[src/rtl/eew_pkg.sv]
package eew_pkg;
  typedef enum logic [1:0] {
    ST_IDLE  = 2'd0,
    ST_SHIFT = 2'd1,
    ST_EXTRA = 2'd2,
    ST_WAIT  = 2'd3
  } eew_state_e;
endpackage

[src/rtl/eew_tick.sv]
module eew_tick #(
  parameter int DIV_HALF = 2
) (
  input  logic clk_i,
  input  logic rst_ni,
  input  logic run_i,
  output logic tick_o
);
  localparam int DW = (DIV_HALF > 1) ? $clog2(DIV_HALF) : 1;
  localparam logic [DW-1:0] LAST = DW'(DIV_HALF - 1);

  logic [DW-1:0] cnt_q;

  assign tick_o = run_i && (cnt_q == LAST);

  always_ff @(posedge clk_i or negedge rst_ni) begin
    if (!rst_ni)      cnt_q <= '0;
    else if (!run_i)  cnt_q <= '0;
    else if (tick_o)  cnt_q <= '0;
    else              cnt_q <= cnt_q + 1'b1;
  end


  tick_gap_chk: assert property (@(posedge clk_i) disable iff (!rst_ni)
    (tick_o && DIV_HALF > 1) |=> !tick_o);
endmodule

[src/rtl/eew_shifter.sv]
module eew_shifter (
  input  logic       clk_i,
  input  logic       rst_ni,
  input  logic       load_i,
  input  logic [7:0] load_byte_i,
  input  logic       shift_i,
  input  logic       sample_i,
  input  logic       bit_i,
  output logic       tx_msb_o,
  output logic [7:0] rx_o
);
  logic [7:0] tx_q, rx_q;

  always_ff @(posedge clk_i or negedge rst_ni) begin
    if (!rst_ni) begin
      tx_q <= '0;
      rx_q <= '0;
    end else if (load_i) begin
      tx_q <= load_byte_i;
      rx_q <= '0;
    end else begin
      if (shift_i)  tx_q <= {tx_q[6:0], 1'b0};
      if (sample_i) rx_q <= {rx_q[6:0], bit_i};
    end
  end

  assign tx_msb_o = tx_q[7];
  assign rx_o     = rx_q;


  rx_shift_chk: assert property (@(posedge clk_i) disable iff (!rst_ni)
    (sample_i && !load_i) |=> (rx_o[0] == $past(bit_i)));
endmodule

[src/rtl/eew_master.sv]
module eew_master
  import eew_pkg::*;
#(
  parameter int DIV_HALF = 2,
  parameter int CNT_W    = 4
) (
  input  logic             clk_i,
  input  logic             rst_ni,
  input  logic             wr_en_i,
  input  logic [7:0]       wr_byte_i,
  input  logic [CNT_W-1:0] wr_cnt_i,
  input  logic             wr_float_i,
  input  logic             wr_wait_i,
  input  logic             sdata_i,
  output logic             sclk_o,
  output logic             sdata_o,
  output logic             sdata_oe_o,
  output logic             busy_o,
  output logic             irq_o,
  output logic [7:0]       rx_byte_o
);
  eew_state_e state_q, state_d;
  logic             sclk_q, oe_q, irq_q, float_q, wait_q;
  logic [2:0]       bit_q;
  logic [CNT_W-1:0] ext_q, cnt_q;
  logic             start, run, tick, rise, fall, last_bit, last_ext, tx_msb;
  eew_state_e       end_state;

  assign start    = wr_en_i && (state_q == ST_IDLE);
  assign run      = (state_q == ST_SHIFT) || (state_q == ST_EXTRA);
  assign rise     = tick && !sclk_q;
  assign fall     = tick && sclk_q;
  assign last_bit = fall && (state_q == ST_SHIFT) && (bit_q == 3'd7);
  assign last_ext = fall && (state_q == ST_EXTRA) && (ext_q == CNT_W'(cnt_q - 1'b1));
  assign end_state = (float_q && wait_q) ? ST_WAIT : ST_IDLE;

  eew_tick #(.DIV_HALF(DIV_HALF)) u_tick (
    .clk_i (clk_i),
    .rst_ni(rst_ni),
    .run_i (run),
    .tick_o(tick)
  );

  eew_shifter u_shift (
    .clk_i      (clk_i),
    .rst_ni     (rst_ni),
    .load_i     (start),
    .load_byte_i(wr_byte_i),
    .shift_i    (fall && (state_q == ST_SHIFT) && (bit_q != 3'd7)),
    .sample_i   (rise && (state_q == ST_EXTRA) && float_q),
    .bit_i      (sdata_i),
    .tx_msb_o   (tx_msb),
    .rx_o       (rx_byte_o)
  );

  always_comb begin
    state_d = state_q;
    unique case (state_q)
      ST_IDLE:  if (start)    state_d = ST_SHIFT;
      ST_SHIFT: if (last_bit) state_d = (cnt_q != '0) ? ST_EXTRA : end_state;
      ST_EXTRA: if (last_ext) state_d = end_state;
      ST_WAIT:  if (sdata_i)  state_d = ST_IDLE;
      default:                state_d = ST_IDLE;
    endcase
  end

  always_ff @(posedge clk_i or negedge rst_ni) begin
    if (!rst_ni) begin
      state_q <= ST_IDLE;
      sclk_q  <= 1'b0;
      oe_q    <= 1'b0;
      irq_q   <= 1'b0;
      float_q <= 1'b0;
      wait_q  <= 1'b0;
      bit_q   <= '0;
      ext_q   <= '0;
      cnt_q   <= '0;
    end else begin
      state_q <= state_d;
      irq_q   <= (state_q == ST_WAIT) && sdata_i;
      if (start) begin
        sclk_q  <= 1'b0;
        oe_q    <= 1'b1;
        float_q <= wr_float_i;
        wait_q  <= wr_wait_i;
        cnt_q   <= wr_cnt_i;
        bit_q   <= '0;
        ext_q   <= '0;
      end else begin
        if (tick) sclk_q <= !sclk_q;
        if (fall && state_q == ST_SHIFT && bit_q != 3'd7) bit_q <= bit_q + 1'b1;
        if (fall && state_q == ST_EXTRA) ext_q <= ext_q + 1'b1;
        if (last_bit && float_q) oe_q <= 1'b0;
      end
    end
  end

  assign sclk_o     = sclk_q;
  assign sdata_oe_o = oe_q;
  assign sdata_o    = oe_q & tx_msb;
  assign busy_o     = (state_q != ST_IDLE);
  assign irq_o      = irq_q;


  irq_pulse_chk: assert property (@(posedge clk_i) disable iff (!rst_ni)
    irq_o |=> !irq_o);

  irq_busy_chk: assert property (@(posedge clk_i) disable iff (!rst_ni)
    irq_o |-> (!busy_o && $past(busy_o)));

  irq_cfg_chk: assert property (@(posedge clk_i) disable iff (!rst_ni)
    irq_o |-> (float_q && wait_q));

  data_hold_chk: assert property (@(posedge clk_i) disable iff (!rst_ni)
    (sclk_o && $past(sclk_o)) |-> $stable(sdata_o));

  wait_float_chk: assert property (@(posedge clk_i) disable iff (!rst_ni)
    (state_q == ST_WAIT) |-> !sdata_oe_o);

  busy_write_chk: assert property (@(posedge clk_i) disable iff (!rst_ni)
    (busy_o && wr_en_i) |=> ($stable(cnt_q) && $stable(float_q) && $stable(wait_q)));

  idle_clk_chk: assert property (@(posedge clk_i) disable iff (!rst_ni)
    !busy_o |-> !sclk_o);
endmodule

[config.mk]
export PLATFORM = sky130hd
export DESIGN_NAME = eew_master
export DESIGN_NICKNAME = d
export VERILOG_FILES = /design/src/rtl/eew_pkg.sv /design/src/rtl/eew_tick.sv /design/src/rtl/eew_shifter.sv /design/src/rtl/eew_master.sv
export SDC_FILE = /design/constraint.sdc
export NUM_CORES = 1
export LEC_CHECK = 0
export ABC_AREA = 1
export BUFFER_PORTS_ARGS = -buffer_cell sky130_fd_sc_hd__buf_2
export CELL_PAD_IN_SITES_DETAIL_PLACEMENT = 2
export CELL_PAD_IN_SITES_GLOBAL_PLACEMENT = 2
export CORE_ASPECT_RATIO = 0.6
export CORE_MARGIN = 5
export CORE_UTILIZATION = 32
export CTS_CLUSTER_SIZE = 20
export DETAILED_ROUTE_END_ITERATION = 12
export PLACE_DENSITY_LB_ADDON = 0.3
export SYNTH_ARGS = -nofsm -noshare
export SYNTH_HDL_FRONTEND = slang
export SYNTH_SLANG_ARGS = --single-unit
[constraint.sdc]
create_clock -name clk_i -period 2.2 [get_ports clk_i]
set_input_delay 0.11 -clock clk_i [delete_from_list [all_inputs] [get_ports clk_i]]
set_output_delay 0.11 -clock clk_i [all_outputs]
set_load 0.1 [all_outputs]
==> impl_metrics.tcl, run 1 <==
set metrics [dict create \
    outcome "finished clean" \
    hold_violations 0 \
    powerDensity_mw_per_mm2 1200 \
    clk_pin_slew_worst_paths_ps 70 \
    rows 21 \
    ys_warn_count 0 \
    drive_gt1_frac 0.198 \
    critPathRequiredTime_ps 2380 \
    whs_ps 38.4 \
    wl_met3_um 175 \
    wl_um 4800 \
    crit_buf_inv 3 \
    max_stage_delay_ps 410 \
    tritoncts.num_buffers 5 \
    ys_seq_area_frac 0.484 \
    place_ws_ps 359 \
    fin_skew_ps 3.69 \
    period_needed_ps 1830 \
    cts_sinks 35 \
    diodes 0 \
    dieArea_mm2 0.00731 \
    via_per_inst 4.80 \
    tightestPinTransition_ps 806 \
    cts_resized 0 \
    leakage_nw 1.12 \
    netlist_instances 217 \
    syn_to_final_growth_pct 17.8 \
    htree_levels 2 \
    place_hpwl_um 3700 \
    cap_violations 0 \
    core-area_mm2 0.00552 \
    final_nets 280 \
    pwr-share-seq 0.367 \
    grt_pass1_wl_um 8160 \
    irDropWorstVdd_mv 0.408 \
    synthXorXnorAreaFrac 0 \
    maxSlewHeadroom 0.462 \
    hold_path_class "in -> reg" \
    grt_usage 0.146 \
    worstPathMaxFanout 4 \
    die_w_um 107 \
    arrival_ps 2010 \
    p_int_mw 1.36 \
    synth_area_mm2 0.00181 \
    power_frac_comb 0.456 \
    setup_tns_ps 0 \
    cts.path.max_buffers 2 \
    setup_viol_count_final 0 \
    die_y_um 68.2 \
    grt_remaining_overflow 0 \
    wl_met2_um 2100 \
    worst_slack_ps 370 \
    final_cell_mix "nand2_1 (68), dfrtp_1 (35), buf_2 (30)" \
    path_cells "inv_1, ha_1, nand2_2, inv_2, nand2_1, nor2_4, nand2_1, nand2_1, nand2_1, inv_1, nand2_1, nand2_1, nand2_1" \
    drt_pass1_iterations 3 \
    topRoutingLayerUsed "met4" \
    drt_iter0_drc 31 \
    switching_share 0.468 \
    antenna_left 0 \
    clk_latency_ps 280 \
    synthAdderAreaFrac 0.0692 \
    cts_tree "yes" \
    place_congestion 0.734 \
    wl_met1_um 2500 \
    crit_slowest_cell "dfrtp_1" \
    antenna_found_initial 0 \
    start_util 0.328 \
    syn_nets 245 \
    min_period_over_period 0.832 \
    max_freq_mhz 547 \
    cts_root_buffer "clkbuf_8" \
    rsz0062_at_grt "false" \
    slew_viol_final 0 \
    muxShareOfSynthArea 0.00553 \
    wl_per_cell_um 14.9 \
    route.detailed.drc 0 \
    crit_family "simple AND/OR/NAND/NOR gates" \
    dp.cells 313 \
    layout.cells.non_filler 322 \
    crit_type "reg -> reg" \
    power.net_switching_mw 1.19 \
    final_common_cell "nand2_1" \
    crit_path_frequent_cell "nand2_1" \
    synth_area_per_cell_um2 8.34 \
    post_cts_buffers 0 \
    synthSimpleGateAreaFrac 0.265 \
    io-pin-count 31 \
    grt_max_degree 36 \
    crit_path_start_kind "register" \
    synth_top_family_by_area "simple AND/OR/NAND/NOR gates" \
    ys_types 28 \
    vias 1546 \
    clockPowerShare 0.177 \
    critPathCaptureType "register" \
    port_buffers 30 \
    synth-seq-cells 35 \
    synth_compound_area_frac 0.107 \
    first_global_vias 1642 \
]
## path summary, 6_finish.rpt
kind / startpoint / end / slack [ps] / cells after the start
setup reg to reg: state_q[0] / state_q[1] / 370 / 13
min in group asynchronous: rst_ni / state_q[1] / 450 / 2
max in group asynchronous: rst_ni / float_q / 1240 / 2
hold reg to reg: u_tick.cnt_q / u_tick.cnt_q / 450 / 1
hold / removal: wr_wait_i / wait_q / 40 / 3
setup / recovery: state_q[0] / state_q[1] / 370 / 13
## metrics by stage
step | util | instance area [µm²] | power [mW]
floorplan | - | 1810 | 1.81
global placement | 0.370 | 2040 | 2.09
detailed placement | 0.370 | 2040 | 2.13
CTS | 0.386 | 2130 | 2.61
global route | 0.386 | 2130 | 2.78
finish | 0.386 | 2130 | 2.55
## what timing repair did
item,in CTS,in global routing
endpoints found under the setup margin,0,0
hold buffers,1,0
hold endpoints to repair,35,0
## power by group through the flow
stage | logic, mW | registers (mW) | clock network [mW]
detailed placement | 1.18 | 0.950 | 0
global route | 1.31 | 0.962 | 0.504
finish | 1.16 | 0.936 | 0.453
CTS | 1.19 | 0.940 | 0.475
global placement | 1.15 | 0.941 | 0
floorplan | 0.773 | 1.03 | 0
## cells by family after synthesis
group,after synthesis
fa+ha+maj,10
buf+inv,33
simple gates,106
flops,35
mux,1
compound gates,32
## Yosys cell counts
cell type / number / area, µm²
a22o_1: 3 / 26.3
buf_2: 2 / 10.0
nand2_1: 68 / 255
nand3b_1: 1 / 7.51
nand2_4: 1 / 11.3
a21oi_2: 1 / 8.76
nor2_4: 1 / 11.3
ha_1: 10 / 125
nand2_2: 3 / 18.8
o22ai_1: 1 / 6.26
nor3_1: 2 / 10.0
o21ai_0: 13 / 65.1
inv_2: 2 / 7.51
dfrtp_1: 35 / 876
a211oi_1: 1 / 7.51
nor2_1: 10 / 37.5
o211ai_2: 1 / 12.5
a31oi_1: 1 / 6.26
nor2_8: 1 / 20.0
inv_1: 26 / 97.6
o21ai_1: 1 / 5.00
mux2i_1: 1 / 10.0
o211ai_1: 2 / 15.0
a21oi_1: 8 / 40.0
nand3_1: 17 / 85.1
nor2_2: 1 / 6.26
nor3_4: 1 / 16.3
clkbuf_1: 3 / 11.3
## flip-flops by register name (all words and copies together) (netlist names)
register      flops
u_shift.rx_o      8
u_shift.tx_q      8
cnt_q             4
ext_q             4
bit_q             3
state_q           2
float_q           1
irq_o             1
sclk_o            1
sdata_oe_o        1
u_tick.cnt_q      1
wait_q            1
## worst min-delay path, stage by stage
cell and delay [ps]:
buf_2 80, nand2_1 50, nand2_1 50
## final cells by class
type	instances	area [µm²]
clock buffer	7	76.3
sequential	35	876
inverter	28	105
fill	636	3390
multi-input combinational	149	807
clock inverter	1	5.00
timing repair buffer	33	175
tap	69	86.3
## layer usage
layer / GRT usage / up-vias
met5: 0 / -
li1: - / 762
met3: 0.0377 / 4
met1: 0.202 / 756
met4: 0.0335 / 0
met2: 0.230 / 24
Note: power is estimated with default switching activity, not from simulation.
==> run 2, diff against run 1 <==
- CORE_UTILIZATION: 32 -> 29
- clock period: 2.2 -> 1.58 ns (I/O delays scaled with it)
==> run 2 against run 1 <==
Against the previous run: the flow now finishes with violations (setup timing); register-to-register slack worse by 400 ps; worst setup slack got worse by 400 ps; hold slack worse by 22 ps; count of clock-buffer cells in the layout rose by 1; sequential power is 44% higher; clock skew is 2.2 ps higher; core utilization rose by 3.6 points; final area increased by 20%; critical path depth is 2 lower.
==> impl_metrics.tcl, run 2 (synthesis gave the netlist of run 1 again) <==
set metrics [dict create \
    antenna_left 0 \
    fin_area_mm2 0.00257 \
    first_global_vias 1768 \
    crit_path_start_kind "register" \
    max_stage_delay_ps 370 \
    cts_root_buffer "clkbuf_8" \
    grt_usage 0.143 \
    diodes 0 \
    min_period_over_period 1.02 \
    wl_per_cell_um 15.1 \
    irDropWorstVdd_mv 0.855 \
    antenna_found_initial 0 \
    tightestPinTransition_ps 490 \
    dpl_cell_area_mm2 0.00220 \
    total_power_mw 4.14 \
    place_congestion 0.696 \
    place_hpwl_um 3950 \
    powerDensity_mw_per_mm2 1610 \
    final_nets 305 \
    grt_remaining_overflow 0 \
    tritoncts.num_buffers 5 \
    arrival_ps 1850 \
    setup_tns_ps -116 \
    violations "setup timing" \
    clk_pin_slew_worst_paths_ps 80 \
    port_buffers 30 \
    cts_sinks 35 \
    hold_violations 0 \
    max_freq_mhz 622 \
    die_y_um 71.2 \
    maxSlewHeadroom 0.676 \
    worstPathMaxFanout 5 \
    crit_path_frequent_cell "nand2_4" \
    final_cell_mix "nand2_1 (58), dfrtp_1 (33), buf_2 (30)" \
    whs_ps 16.1 \
    crit_buf_inv 3 \
    cts.path.max_buffers 2 \
    crit_family "simple AND/OR/NAND/NOR gates" \
    core-area_mm2 0.00608 \
    crit_slowest_cell "dfrtp_1" \
    rsz0062_at_grt "true" \
    drt_iter0_drc 55 \
    die_w_um 112 \
    rows 22 \
    final_common_cell "nand2_1" \
    leakage_nw 1.32 \
    cts_tree "yes" \
    cap_violations 0 \
    htree_levels 2 \
    io-pin-count 31 \
    outcome "finished, violations left" \
    path_cells "inv_2, ha_4, nand2_4, inv_2, nand2_2, nor2_4, nand2_4, nor2_8, buf_12, nand2_4, nand3_2" \
    grt_max_degree 21 \
    critPathRequiredTime_ps 1820 \
    start_util 0.297 \
    drt_pass1_iterations 4 \
    dieArea_mm2 0.00797 \
    hold_path_class "in -> reg" \
    critPathCaptureType "register" \
    clk_latency_ps 300 \
    grt_pass1_wl_um 8870 \
    wl_um 5480 \
    via_per_inst 4.60 \
    utilization 0.422 \
    slew_viol_final 0 \
    worst_slack_ps -27.9 \
    period_needed_ps 1610 \
    vias 1666 \
    drive_gt1_frac 0.360 \
    setup_viol_count_final 6 \
    route.detailed.drc 0 \
    syn_to_final_growth_pct 41.8 \
    fin_skew_ps 5.91 \
    crit_type "reg -> reg" \
]
[run 2: routing by layer]
metal / vias up / share of wire / global-route usage
met5: - / 0 / 0
met4: 0 / 0.012 / 0.0440
met3: 8 / 0.040 / 0.0368
met2: 26 / 0.45 / 0.226
met1: 821 / 0.50 / 0.193
li1: 811 / - / -
[run 2: power breakdown]
| part | switching, mW | internal, mW | leakage, nW |
|---|---|---|---|
| clock network | 0.356 | 0.399 | 0.0515 |
| logic | 1.32 | 0.711 | 0.818 |
| registers | 0.216 | 1.14 | 0.453 |
[run 2: worst reg2reg max path: stages, from the launching register on]
cell     delay (ps)
dfrtp_1         370
inv_2            60
ha_4            270
nand2_4          60
inv_2            60
nand2_2          50
nor2_4          160
nand2_4         100
nor2_8          160
buf_12          150
nand2_4          50
nand3_2          50
[run 2: final cells by class]
cell class | count | area, µm²
fillers | 690 | 3520
repair buffers | 58 | 424
inverters | 28 | 115
multi-input cells | 149 | 943
flip-flops and latches | 35 | 878
clock buffers | 8 | 100
well taps | 84 | 105
[run 2: repair_timing]
| action | CTS | global route |
|---|---|---|
| hold buffers | 7 | 0 |
| resized for setup | 15 | 22 |
| pin swaps | 7 | 6 |
| buffers inserted | 4 | 1 |
| setup endpoints to repair | 12 | 27 |
| hold endpoints to repair | 41 | 0 |
| gates cloned | 0 | 1 |
[run 2: path summary, 6_finish.rpt]
path,start,end,slack (ps),cells past startpoint
setup / recovery,state_q[1],u_shift.tx_q[6],-30,11
hold / removal,wr_float_i,float_q,20,3
setup reg to reg,state_q[1],u_shift.tx_q[6],-30,11
hold reg to reg,u_tick.cnt_q,u_tick.cnt_q,500,1
max in group asynchronous,rst_ni,sdata_oe_o,1040,3
min in group asynchronous,rst_ni,wait_q,290,3
[run 2: metrics by stage]
| step | worst slack (ps) | std cells |
|---|---|---|
| 6_report | -27.9 | 362 |
| 5_1_grt | -149 | 362 |
| 4_1_cts | -56.2 | 362 |
| 3_5_place_dp | -52.6 | 343 |
| 3_3_place_gp | 11.4 | 343 |
| 2_1_floorplan | -78.8 | 217 |
==> run 3, diff against run 2 <==
- GPL_TIMING_DRIVEN: not set -> 0
- REMOVE_ABC_BUFFERS: not set -> 1
==> run 3 against run 2 <==
Against the previous run: the flow still finishes with violations (setup timing); sequential power about the same; register-to-register slack got worse by 50 ps; largest power group unchanged; fmax decreased by 3.2%; clock power increased by 33%.
==> impl_metrics.tcl, run 3 (synthesis gave the netlist of run 1 again) <==
set metrics [dict create \
    outcome "finished, violations left" \
    violations "setup timing" \
    power_frac_comb 0.461 \
    max_freq_mhz 602 \
    topRoutingLayerUsed "met4" \
    worst_slack_ps -81.1 \
    min_path_cells 3 \
    utilization 0.417 \
    die_y_um 71.2 \
    critPathCaptureType "register" \
    wl_met3_um 228 \
    cts_root_buffer "clkbuf_8" \
    core-area_mm2 0.00608 \
    wl_met1_um 2590 \
    critical_path.endpoint "state_q[1]" \
    clockPowerShare 0.232 \
    fin_area_mm2 0.00254 \
    grt_usage 0.145 \
    regToRegStartpoint "state_q[1]" \
    antenna_left 0 \
    p_int_mw 2.44 \
    worstPathMaxFanout 3 \
    period_needed_ps 1660 \
    vias 1649 \
    via_per_inst 4.61 \
    reg2reg_slack_ps -80 \
    die_w_um 112 \
    wl_um 5360 \
    leakage_nw 1.27 \
    tritoncts.num_buffers 5 \
    hold_violations 0 \
    htree_levels 2 \
    io-pin-count 31 \
    slew_viol_final 0 \
    grt_pass1_wl_um 9080 \
    port_buffers 30 \
    route.detailed.drc 0 \
    first_global_vias 1817 \
    clk_latency_ps 300 \
    fillers 693 \
    critPathRequiredTime_ps 1770 \
    wl_per_cell_um 15.0 \
    rr_worst_depth 13 \
    powerDensity_mw_per_mm2 1700 \
    grt_max_degree 36 \
    place_congestion 0.736 \
    final_common_cell "nand2_1" \
    crit_path_start_kind "register" \
    irDropWorstVdd_mv 0.677 \
    fin_skew_ps 10.4 \
    r2r-end "state_q[1]" \
    dpl_cell_area_mm2 0.00204 \
    cap_violations 0 \
    clk_pin_slew_worst_paths_ps 70 \
    rows 22 \
    cts_tree "yes" \
    pwr-share-seq 0.307 \
    min_period_over_period 1.05 \
    cts_sinks 35 \
    cts.path.max_buffers 2 \
    crit_start "state_q[1]" \
    dieArea_mm2 0.00797 \
    switching_share 0.435 \
    syn_to_final_growth_pct 40.3 \
    maxSlewHeadroom 0.443 \
    place_hpwl_um 3410 \
    crit_type "reg -> reg" \
    setup_viol_count_final 8 \
    hold_path_class "in -> reg" \
    drt_pass1_iterations 4 \
    final_nets 301 \
    hp-start "wr_byte_i[4]" \
    power.net_switching_mw 1.88 \
    start_util 0.297 \
    wl_met2_um 2490 \
    drive_gt1_frac 0.336 \
    diodes 0 \
    rsz0062_at_grt "true" \
    final_cell_mix "nand2_1 (58), dfrtp_1 (35), buf_2 (30)" \
    drt_iter0_drc 52 \
    antenna_found_initial 0 \
    grt_remaining_overflow 0 \
    tightestPinTransition_ps 836 \
    arrival_ps 1850 \
]
-- run 3: cell count changes in the layout (fill, tap and decap cells not counted), moves of 2 or more --
cell           previous run  this run
buf_4                    17        11
nand2_4                   6         2
nand2_2                   8        11
nand3_1                  10        13
nand3_2                   7         4
bufinv_16                 0         2
clkbuf_8                  7         5
dfrtp_1                  33        35
dfrtp_2                   2         0
dlygate4sd3_1             7         9
-- run 3: area by class of cell --
class | count | area, µm² | area share
Clock buffer | 5 | 68.8 | 0.0271
Clock inverter | 3 | 67.6 | 0.0266
Inverter | 28 | 111 | 0.0439
Multi-Input combinational cell | 149 | 928 | 0.366
Sequential cell | 35 | 876 | 0.345
Tap cell | 84 | 105 | 0.0414
Timing Repair Buffer | 53 | 374 | 0.147
Timing Repair inverter | 1 | 7.51 | 0.00296
-- run 3: per-layer routing --
layer | vias to the layer above | track usage
li1 | 806 | -
met1 | 803 | 0.191
met2 | 33 | 0.239
met3 | 7 | 0.0333
met4 | 0 | 0.0440
met5 | - | 0
-- run 3: stage by stage --
step           hold WS (ps)  total power, mW  worst slack, ps  TNS (ps)  cells
3_3_place_gp            222             2.84            -1100    -19100    326
5_1_grt                14.3             4.67             -224     -2020    358
3_5_place_dp            236             2.92            -1150    -20770    326
2_1_floorplan          -217             2.49             -385     -6360    212
6_report               15.1             4.32            -81.1      -339    358
4_1_cts               0.398             4.23             -103      -318    353
-- run 3: worst min-delay path by stage --
stage | to
final | u_shift.tx_q[4]
after CTS | u_shift.tx_q[4]
after detailed placement | irq_o
after floorplan | bit_q[0]
after global routing | irq_o
after global placement | irq_o
-- run 3: repair_timing --
action	4_1_cts	5_1_grt
setup buffers	9	5
pin swaps	5	17
hold buffers	9	0
setup endpoints to repair	34	26
gates cloned	1	0
resized for setup	19	21
hold endpoints to repair	43	0
-- run 3: power groups by stage --
| stage | Sequential (mW) | Combinational (mW) | Clock (mW) |
|---|---|---|---|
| 2_1_floorplan | 1.44 | 1.06 | 0 |
| 3_3_place_gp | 1.32 | 1.52 | 0 |
| 3_5_place_dp | 1.33 | 1.58 | 0 |
| 4_1_cts | 1.32 | 1.89 | 1.02 |
| 5_1_grt | 1.36 | 2.24 | 1.07 |
| 6_report | 1.33 | 1.99 | 1.00 |
-- run 3: critical path, stage by stage (launching register included) --
cell	delay, ps
dfrtp_1	370
inv_2	70
ha_4	280
nand2_4	60
inv_2	60
nand2_2	50
nor2_4	160
nand2_2	110
nand2_2	90
nand2_2	50
inv_2	70
nand2_2	60
nand2_1	60
nand2_1	50
